<file path="config.mk">
export PLATFORM = sky130hd
export DESIGN_NAME = dma_hs_ctrl
export DESIGN_NICKNAME = d
export VERILOG_FILES = /design/src/rtl/dma_hs_pkg.sv /design/src/rtl/dma_hs_sync.sv /design/src/rtl/dma_hs_tick.sv /design/src/rtl/dma_hs_fsm.sv /design/src/rtl/dma_hs_pins.sv /design/src/rtl/dma_hs_ctrl.sv
export SDC_FILE = /design/constraint.sdc
export NUM_CORES = 1
export LEC_CHECK = 0
export BUFFER_PORTS_ARGS = -buffer_cell sky130_fd_sc_hd__buf_4
export CORE_MARGIN = 2
export CORE_UTILIZATION = 25
export DETAILED_ROUTE_END_ITERATION = 8
export HOLD_SLACK_MARGIN = 0.08
export SETUP_SLACK_MARGIN = 0.2
export SLEW_MARGIN = 20
export SYNTH_ARGS = -nofsm -noshare
export SYNTH_HDL_FRONTEND = slang
export SYNTH_SLANG_ARGS = --single-unit
export TNS_END_PERCENT = 10
</file>
<file path="constraint.sdc">
create_clock -name clk -period 2.2 [get_ports clk]
set_clock_uncertainty 0.05 [all_clocks]
set_input_delay 0.44 -clock clk [delete_from_list [all_inputs] [get_ports clk]]
set_output_delay 0.44 -clock clk [all_outputs]
set_load 0.02 [all_outputs]
</file>
<file path="src/rtl/dma_hs_pkg.sv">
package dma_hs_pkg;
  localparam int CFG_W    = 8;
  localparam int DLY_BASE = 2;
  localparam int DLY_W    = 2;
  localparam int CNT_W    = $clog2(DLY_BASE + (1 << DLY_W));

  typedef struct packed {
    logic             periph;
    logic             div2;
    logic             wide;
    logic [DLY_W-1:0] dly;
    logic             ack_hi;
    logic             req_hi;
    logic             moto;
  } hs_cfg_t;

  typedef enum logic [1:0] {
    ST_IDLE = 2'd0,
    ST_WAIT = 2'd1,
    ST_STRB = 2'd2,
    ST_DONE = 2'd3
  } hs_state_t;
endpackage

</file>
<file path="src/rtl/dma_hs_sync.sv">
module dma_hs_sync #(
  parameter int STAGES = 2
) (
  input  logic clk,
  input  logic rst_n,
  input  logic d_i,
  output logic q_o
);
  logic [STAGES-1:0] sr;

  generate
    if (STAGES == 1) begin : g_one
      always_ff @(posedge clk or negedge rst_n) begin
        if (!rst_n) sr <= '0;
        else        sr <= d_i;
      end
    end else begin : g_many
      always_ff @(posedge clk or negedge rst_n) begin
        if (!rst_n) sr <= '0;
        else        sr <= {sr[STAGES-2:0], d_i};
      end
    end
  endgenerate

  assign q_o = sr[STAGES-1];
endmodule

</file>
<file path="src/rtl/dma_hs_tick.sv">
module dma_hs_tick #(
  parameter int SYNC_STAGES = 2
) (
  input  logic clk,
  input  logic rst_n,
  input  logic ext_clk_i,
  input  logic div2_i,
  output logic tick_o
);
  logic ext_s;
  logic ext_prev;
  logic phase;
  logic rise;

  dma_hs_sync #(.STAGES(SYNC_STAGES)) u_ext_sync (
    .clk   (clk),
    .rst_n (rst_n),
    .d_i   (ext_clk_i),
    .q_o   (ext_s)
  );

  assign rise = ext_s & ~ext_prev;

  // phase is held at zero while undivided, so division always skips the first edge
  always_ff @(posedge clk or negedge rst_n) begin
    if (!rst_n) begin
      ext_prev <= 1'b0;
      phase    <= 1'b0;
    end else begin
      ext_prev <= ext_s;
      if (!div2_i)   phase <= 1'b0;
      else if (rise) phase <= ~phase;
    end
  end

  assign tick_o = rise & (~div2_i | phase);
endmodule

</file>
<file path="src/rtl/dma_hs_fsm.sv">
module dma_hs_fsm
  import dma_hs_pkg::*;
(
  input  logic      clk,
  input  logic      rst_n,
  input  logic      tick_i,
  input  hs_cfg_t   cfg_i,
  input  logic      req_act_i,
  input  logic      dir_read_i,
  input  logic      src_valid_i,
  input  logic      snk_ready_i,
  output hs_state_t state_o,
  output logic      ack_o,
  output logic      strobe_o,
  output logic      xfer_read_o,
  output logic      pop_o,
  output logic      push_o
);
  hs_state_t        st;
  logic [CNT_W-1:0] cnt;
  logic [CNT_W-1:0] target;
  logic             scnt;
  logic             last_beat;
  logic             fifo_ok;

  assign fifo_ok   = dir_read_i ? src_valid_i : snk_ready_i;
  assign target    = CNT_W'(DLY_BASE) + CNT_W'(cfg_i.dly);
  assign last_beat = cfg_i.wide ? scnt : 1'b1;

  always_ff @(posedge clk or negedge rst_n) begin
    if (!rst_n) begin
      st          <= ST_IDLE;
      cnt         <= '0;
      scnt        <= 1'b0;
      xfer_read_o <= 1'b0;
      pop_o       <= 1'b0;
      push_o      <= 1'b0;
    end else begin
      pop_o  <= 1'b0;
      push_o <= 1'b0;
      if (!cfg_i.periph) begin
        st   <= ST_IDLE;
        cnt  <= '0;
        scnt <= 1'b0;
      end else if (tick_i) begin
        case (st)
          ST_IDLE: begin
            if (req_act_i && fifo_ok) begin
              st          <= ST_WAIT;
              cnt         <= CNT_W'(1);
              xfer_read_o <= dir_read_i;
            end
          end
          ST_WAIT: begin
            if (cnt == target) begin
              st   <= ST_STRB;
              scnt <= 1'b0;
            end else begin
              cnt <= cnt + CNT_W'(1);
            end
          end
          ST_STRB: begin
            if (last_beat) begin
              st     <= ST_DONE;
              pop_o  <= xfer_read_o;
              push_o <= ~xfer_read_o;
            end else begin
              scnt <= 1'b1;
            end
          end
          default: begin
            if (!req_act_i) st <= ST_IDLE;
          end
        endcase
      end
    end
  end

  assign state_o  = st;
  assign ack_o    = (st == ST_STRB) || (st == ST_DONE);
  assign strobe_o = (st == ST_STRB);

  AST_ONE_MOVE: assert property (@(posedge clk) disable iff (!rst_n)
    !(pop_o && push_o)) else $error("pop and push together");
  AST_MOVE_AFTER_TICK: assert property (@(posedge clk) disable iff (!rst_n)
    (pop_o || push_o) |-> $past(tick_i)) else $error("move without tick");
  AST_START_ALLOWED: assert property (@(posedge clk) disable iff (!rst_n)
    (st == ST_WAIT && $past(st) == ST_IDLE) |-> $past(fifo_ok && req_act_i))
    else $error("start against blocked fifo");
  AST_ACK_HELD: assert property (@(posedge clk) disable iff (!rst_n)
    (st == ST_DONE && req_act_i && cfg_i.periph) |=> (st == ST_DONE))
    else $error("done left with request active");
  AST_PROC_QUIET: assert property (@(posedge clk) disable iff (!rst_n)
    !cfg_i.periph |=> (st == ST_IDLE && !pop_o && !push_o))
    else $error("activity in processor mode");
endmodule

</file>
<file path="src/rtl/dma_hs_pins.sv">
module dma_hs_pins
  import dma_hs_pkg::*;
(
  input  hs_cfg_t cfg_i,
  input  logic    ack_i,
  input  logic    strobe_i,
  input  logic    busy_i,
  input  logic    xfer_read_i,
  input  logic    dir_read_i,
  output logic    ack_o,
  output logic    ctl0_o,
  output logic    ctl1_o,
  output logic    oe_o
);
  logic rw;
  logic ack_act;

  assign rw      = busy_i ? xfer_read_i : dir_read_i;
  assign ack_act = ack_i & cfg_i.periph;
  assign ack_o   = cfg_i.ack_hi ? ack_act : ~ack_act;
  assign oe_o    = cfg_i.periph;

  always_comb begin
    if (!cfg_i.periph) begin
      ctl0_o = 1'b1;
      ctl1_o = 1'b1;
    end else if (cfg_i.moto) begin
      ctl0_o = ~strobe_i;
      ctl1_o = rw;
    end else begin
      ctl0_o = ~(strobe_i & xfer_read_i);
      ctl1_o = ~(strobe_i & ~xfer_read_i);
    end
  end
endmodule

</file>
<file path="src/rtl/dma_hs_ctrl.sv">
module dma_hs_ctrl
  import dma_hs_pkg::*;
#(
  parameter int SYNC_STAGES = 2
) (
  input  logic             clk,
  input  logic             rst_n,
  input  logic             ext_clk_i,
  input  logic [CFG_W-1:0] cfg_i,
  input  logic             dir_load_i,
  input  logic             dir_read_i,
  input  logic             req_i,
  output logic             ack_o,
  output logic             ctl0_o,
  output logic             ctl1_o,
  output logic             ctl_oe_o,
  input  logic             src_valid_i,
  output logic             src_ready_o,
  output logic             snk_valid_o,
  input  logic             snk_ready_i
);
  hs_cfg_t   cfg;
  hs_state_t st;
  logic      tick;
  logic      req_s;
  logic      req_act;
  logic      dir_read_q;
  logic      ack_int;
  logic      strobe;
  logic      xfer_read;

  assign cfg = hs_cfg_t'(cfg_i);

  always_ff @(posedge clk or negedge rst_n) begin
    if (!rst_n)          dir_read_q <= 1'b0;
    else if (dir_load_i) dir_read_q <= dir_read_i;
  end

  dma_hs_sync #(.STAGES(SYNC_STAGES)) u_req_sync (
    .clk   (clk),
    .rst_n (rst_n),
    .d_i   (req_i),
    .q_o   (req_s)
  );

  assign req_act = cfg.req_hi ? req_s : ~req_s;

  dma_hs_tick #(.SYNC_STAGES(SYNC_STAGES)) u_tick (
    .clk       (clk),
    .rst_n     (rst_n),
    .ext_clk_i (ext_clk_i),
    .div2_i    (cfg.div2),
    .tick_o    (tick)
  );

  dma_hs_fsm u_fsm (
    .clk         (clk),
    .rst_n       (rst_n),
    .tick_i      (tick),
    .cfg_i       (cfg),
    .req_act_i   (req_act),
    .dir_read_i  (dir_read_q),
    .src_valid_i (src_valid_i),
    .snk_ready_i (snk_ready_i),
    .state_o     (st),
    .ack_o       (ack_int),
    .strobe_o    (strobe),
    .xfer_read_o (xfer_read),
    .pop_o       (src_ready_o),
    .push_o      (snk_valid_o)
  );

  dma_hs_pins u_pins (
    .cfg_i       (cfg),
    .ack_i       (ack_int),
    .strobe_i    (strobe),
    .busy_i      (st != ST_IDLE),
    .xfer_read_i (xfer_read),
    .dir_read_i  (dir_read_q),
    .ack_o       (ack_o),
    .ctl0_o      (ctl0_o),
    .ctl1_o      (ctl1_o),
    .oe_o        (ctl_oe_o)
  );

  AST_POP_HAS_DATA: assert property (@(posedge clk) disable iff (!rst_n)
    $rose(strobe) |-> ($past(st) == ST_WAIT)) else $error("strobe without delay");
endmodule

</file>
# Word-level counts from Yosys, hierarchy flattened
# Cells that the tools add are included.
# Widths: inputs -> output; s select.
# totals
reg_bits,16
inputBits,16
output_inout_bits,6
word_cells,86
# classes
addsub,2
n_eq_ne,14
muxes,36
n_bitwise,15
n_reduce_logical,8
# ops
operator,count
$mux 1,23
$mux 2,6
$mux 3,4
$reduce_and 4->1,3
$ne 3x3->1 const B,3
$not 1->1,9
$ne 3x1->1 const B,2
$ne 3x2->1 const B,2
$pmux 2 s3,1
$pmux 3 s2,1
$and 1x1->1,5
$ne 5x4->1 const B,1
$reduce_and 5->1,1
$eq 2x2->1 const B,2
$ne 2x1->1 const B,2
$add 2x2->3 const A,1
$add 3x1->3 const B,1
$eq 3x3->1,1
$eq 2x1->1 const B,1
$logic_not 2->1,1
$pmux 1 s2,1
$reduce_bool 2->1,1
$logic_and 1x1->1,1
$logic_or 1x1->1,1
$or 1x1->1,1

# Logic depth before layout (Yosys ltp)
# logic_depth
ltp_word,7
mapped_depth,7
depth_no_buf,6

# Hierarchy
# Synthesis repeated with hierarchy kept, for this count alone.
# unflattened
cells_unflattened,95
hier_area_um2,957.2
# by_module_without_submodules
module,instances,cells_per_inst,area_each_um2,seq_area_each_um2
dma_hs_fsm,1,73,648.1,225.2
dma_hs_sync,2,2,50.0,50.0
dma_hs_tick,1,7,100.1,50.0
dma_hs_ctrl,1,4,55.1,25.0
dma_hs_pins,1,7,53.8,0.0

# Least setup slack after synthesis
# OpenSTA, ideal clock, no wires.
# synth_timing
path_type,flip-flop to output port
startpoint,register u_fsm.st[0] (netlist: u_fsm.state_o[0])
endpoint,output ack_o
t_arrival_ns,1.313
required_time_ns,1.710
path_slack_ns,0.397
path_stages_with_launch,5
n_path_buf,0
cell_sequence,dfrtp_1 inv_1 ha_1 o21ai_0 xor2_1
# synth_via
elab_chain_len,5
elab_cells_between_ends,6
classes_between,eq/ne (2); mux (1); bitwise (2); reduce/logical (1)
# synth_rtl
element,line_no,rtl
from (decl),dma_hs_fsm.sv:19,hs_state_t st;
from (signal assigned),dma_hs_fsm.sv:32,st <= ST_IDLE;
from (signal assigned),dma_hs_fsm.sv:42,st <= ST_IDLE;
from (signal assigned),dma_hs_fsm.sv:49,st <= ST_WAIT;
$eq 2x2->1,dma_hs_fsm.sv:80,assign ack_o = (st == ST_STRB) || (st == ST_DONE);
$logic_or 1x1->1 *,dma_hs_fsm.sv:80,
$and 1x1->1 *,dma_hs_pins.sv:19,assign ack_act = ack_i & cfg_i.periph;
$not 1->1,dma_hs_pins.sv:20,assign ack_o = cfg_i.ack_hi ? ack_act : ~ack_act;
$mux 1 *,dma_hs_pins.sv:20,
to (decl),dma_hs_ctrl.sv:13,"output logic ack_o,"
# Mark *: on every way between the ends. The rest lies on a longest branch, timed or not.

# Worst setup path after layout
# Same ends and word-level chain as after synthesis.

==> run summary <==
Hold depth = 1
CTS Sinks = 16
H-tree depth = 1
Core area = 0.003633 mm²
Detailed Routing Iterations Pass 1 = 4
# setup viols final = 0
Leading cell type by number of instances after synthesis = dfrtp_1
Maximum Capacitance Violations = 0
Yosys cell types = 32
Fillers = 368
FF-to-FF End = u_fsm.cnt[2]$_DFFE_PN0P_
Mapped cell area = 933.4 µm²
Post-synth top cells = dfrtp_1 (16), nand2_1 (10), ha_1 (7), inv_1 (7)
Crit. End Element = output pin
Post-synthesis cell count = 91
Worst Path Required = 1.71 ns
Routed Antenna Nets = 0
Die Y = 65.11 µm
GPL Wtd Cong = 0.7807
I/O pin cnt = 22
Placed cells = 157
Critical path, cell by cell = buf_4 > ha_1 > o21ai_1 > xor2_1 > buf_4
Initial antenna violation count = 0
Vias = 750
Area grow syn2layout = 36.86%
Flop-to-flop setup slack = 0.34 ns
R2R depth = 6
RSZ-0062 raised after global routing = yes
Critical path launch point type = flip-flop
Layout Nets = 143
Starting Density = 0.2569
Slowest stage delay, CP = 0.43 ns
Hold path startpoint = ext_clk_i
Synth area leaders = dfrtp_1 (43%), ha_1 (9.4%), mux2i_1 (6.4%)
CTS Buf Count = 3
Most frequent CP cell = buf_4
Share of layout cells above drive strength 1 = 0.3445
Critical path arrival = 1.57 ns
Buffer and inverter count on the worst path = 2
R2r startpoint = u_fsm.state_o[0]$_DFFE_PN0P_
Ys Warns = 0
Sequential element share of the synthesized area = 0.4290
Hold Path End = u_tick.u_ext_sync.sr[0]$_DFF_PN0_
Net count after synthesis = 114
Slew margin rel. = 0.6907
Post-DR vias/cell = 4.491
Initial DRC count = 3
Fin. max-slew vios = 0
Fin. Hold Viols = 0
WL final = 2007 µm
Worst Tran Pin Value = 0.4630 ns
Final design utilization = 0.3516
Ys async rst share = 1.000
Die width = 65.11 µm
Mean Syn Cell Area = 10.26 µm²
Cell Rows = 22
Crit path max fanout = 2
Hold Path Class = in2reg
Ys flop type = dfrtp_1
PD cells = 541.1 mW/mm²
Setup TNS = 0 ns
Synth top area share = 0.4290
First-pass GRT wire length = 3263 µm
Largest net degree at the start of global routing = 17
Worst path slowest cell = dfrtp_2
Clock Latency Late Sink = 0.25 ns
CTS tree = done
Non-Filler Instances = 167
Top Family by Delay on Critical Path = flip-flops
Grt total ovfl = 0
Peak supply drop = 0.0003930 V
DPL Wire Length = 1449 µm
Final Critical Period = 2.056 ns
Worst-case clock buffer depth = 2
F_max = 0.4863 GHz
GRT Total Usage = 0.09861
Inserted Diodes = 0
Worst Setup Path Type = reg2out
Root buffer cell = clkbuf_8
Vias in the first global route = 737
Die footprint = 0.004239 mm²
Clk slew on worst S/H paths = 0.07 ns
Top cell type by total area after synthesis = dfrtp_1
Number of flops mapped to enable cells by yosys = 0
Status = complete, no violations
Drt drc = 0
Wire length per cell = 12.02 µm
Pleak = 0.5780 nW
Tcrit/Tclk final = 0.9348
IO Port Bufs = 21
Yosys reg bits = 16
logic make-up (layout without fill, tap and decap cells):
family	Yosys count	in the layout	synth area share
and+or+nand+nor	31	31	0.1769
AOI/OAI and AO/OA	15	15	0.1300
buffers and inverters	10	38	0.04425
adders and majority gates	7	7	0.09383
DFF	16	16	0.4290
muxes	8	8	0.08847
xor gates and xnor gates	4	4	0.03754
metal layers:
metal	track usage	up-vias	share of wire
met3	0.03253	4	0.038
met2	0.1688	21	0.50
li1	-	373	-
met1	0.1269	352	0.44
met5	0	-	0
met4	0.007813	0	0.019
per-stage QoR:
stage / hold slack, ns / cell area (µm²) / total power, mW / setup WS [ns]
final: 0.2454 / 1277 / 0.6913 / 0.1435
after global routing: 0.2345 / 1277 / 0.7228 / 0.1158
after CTS: 0.2393 / 1246 / 0.6959 / 0.1799
after detailed placement: 0.2600 / 1136 / 0.4232 / 0.2647
after global placement: 0.2590 / 1136 / 0.4215 / 0.3235
after floorplan: 0.09441 / 933.4 / 0.3794 / 0.3968
area by class of cell:
cell class                 count  area (µm²)  area share
sequential                    16       402.9      0.3154
clock buffer                   4       55.05     0.04309
inverter                       7       28.78     0.02253
multi-input combinational     65       525.5      0.4114
tap                           48       60.06     0.04701
timing repair buffer          27       205.2      0.1606
repair_timing:
| action | 4_1_cts | 5_1_grt |
|---|---|---|
| hold buffers | 1 | 0 |
| setup buffers | 2 | 3 |
| gates resized for setup | 9 | 3 |
| pin swaps | 0 | 2 |
| setup endpoints to repair | 3 | 5 |
| hold endpoints to repair | 16 | 0 |
sequential cells by signal, indices dropped and copies added (netlist names):
signal,count
dir_read_q,1
u_tick.phase,1
u_fsm.cnt,3
u_fsm.xfer_read_o,1
u_fsm.pop_o,1
u_fsm.push_o,1
u_req_sync.sr,2
u_fsm.state_o,2
u_fsm.scnt,1
u_tick.ext_prev,1
u_tick.u_ext_sync.sr,2
worst max-delay path by stage:
stage	cells past startpoint	slack, ns	end	from
3_5_place_dp	5	0.26	ctl0_o	u_fsm.state_o[0]$_DFFE_PN0P_
4_1_cts	5	0.18	ack_o	u_fsm.state_o[0]$_DFFE_PN0P_
3_3_place_gp	6	0.32	u_fsm.state_o[0]$_DFFE_PN0P_	u_fsm.state_o[1]$_DFFE_PN0P_
6_report	5	0.14	ack_o	u_fsm.state_o[0]$_DFFE_PN0P_
2_1_floorplan	4	0.40	ack_o	u_fsm.state_o[0]$_DFFE_PN0P_
5_1_grt	5	0.12	ack_o	u_fsm.state_o[0]$_DFFE_PN0P_
layout by cell type, fill, tap and decap left out, types with 2 or more instances in the layout:
master,instances
buf_4,26
dfrtp_1,14
nand2_1,10
nor2_1,6
mux2i_1,6
inv_1,5
ha_1,4
clkbuf_8,4
xor2_1,3
or3_1,3
o211ai_1,3
nand2b_1,2
and2_1,2
nand4_1,2
o21a_1,2
o21ai_0,2
ha_4,2
dfrtp_2,2
power breakdown:
group / internal, mW / switching (mW) / total [mW] / leakage [nW]
Combinational: 0.0528 / 0.0505 / 0.103 / 0.345
Sequential: 0.309 / 0.0131 / 0.323 / 0.204
Clock: 0.159 / 0.107 / 0.265 / 0.0288
Total: 0.521 / 0.170 / 0.691 / 0.578
Power figures use the tool's default switching activity.
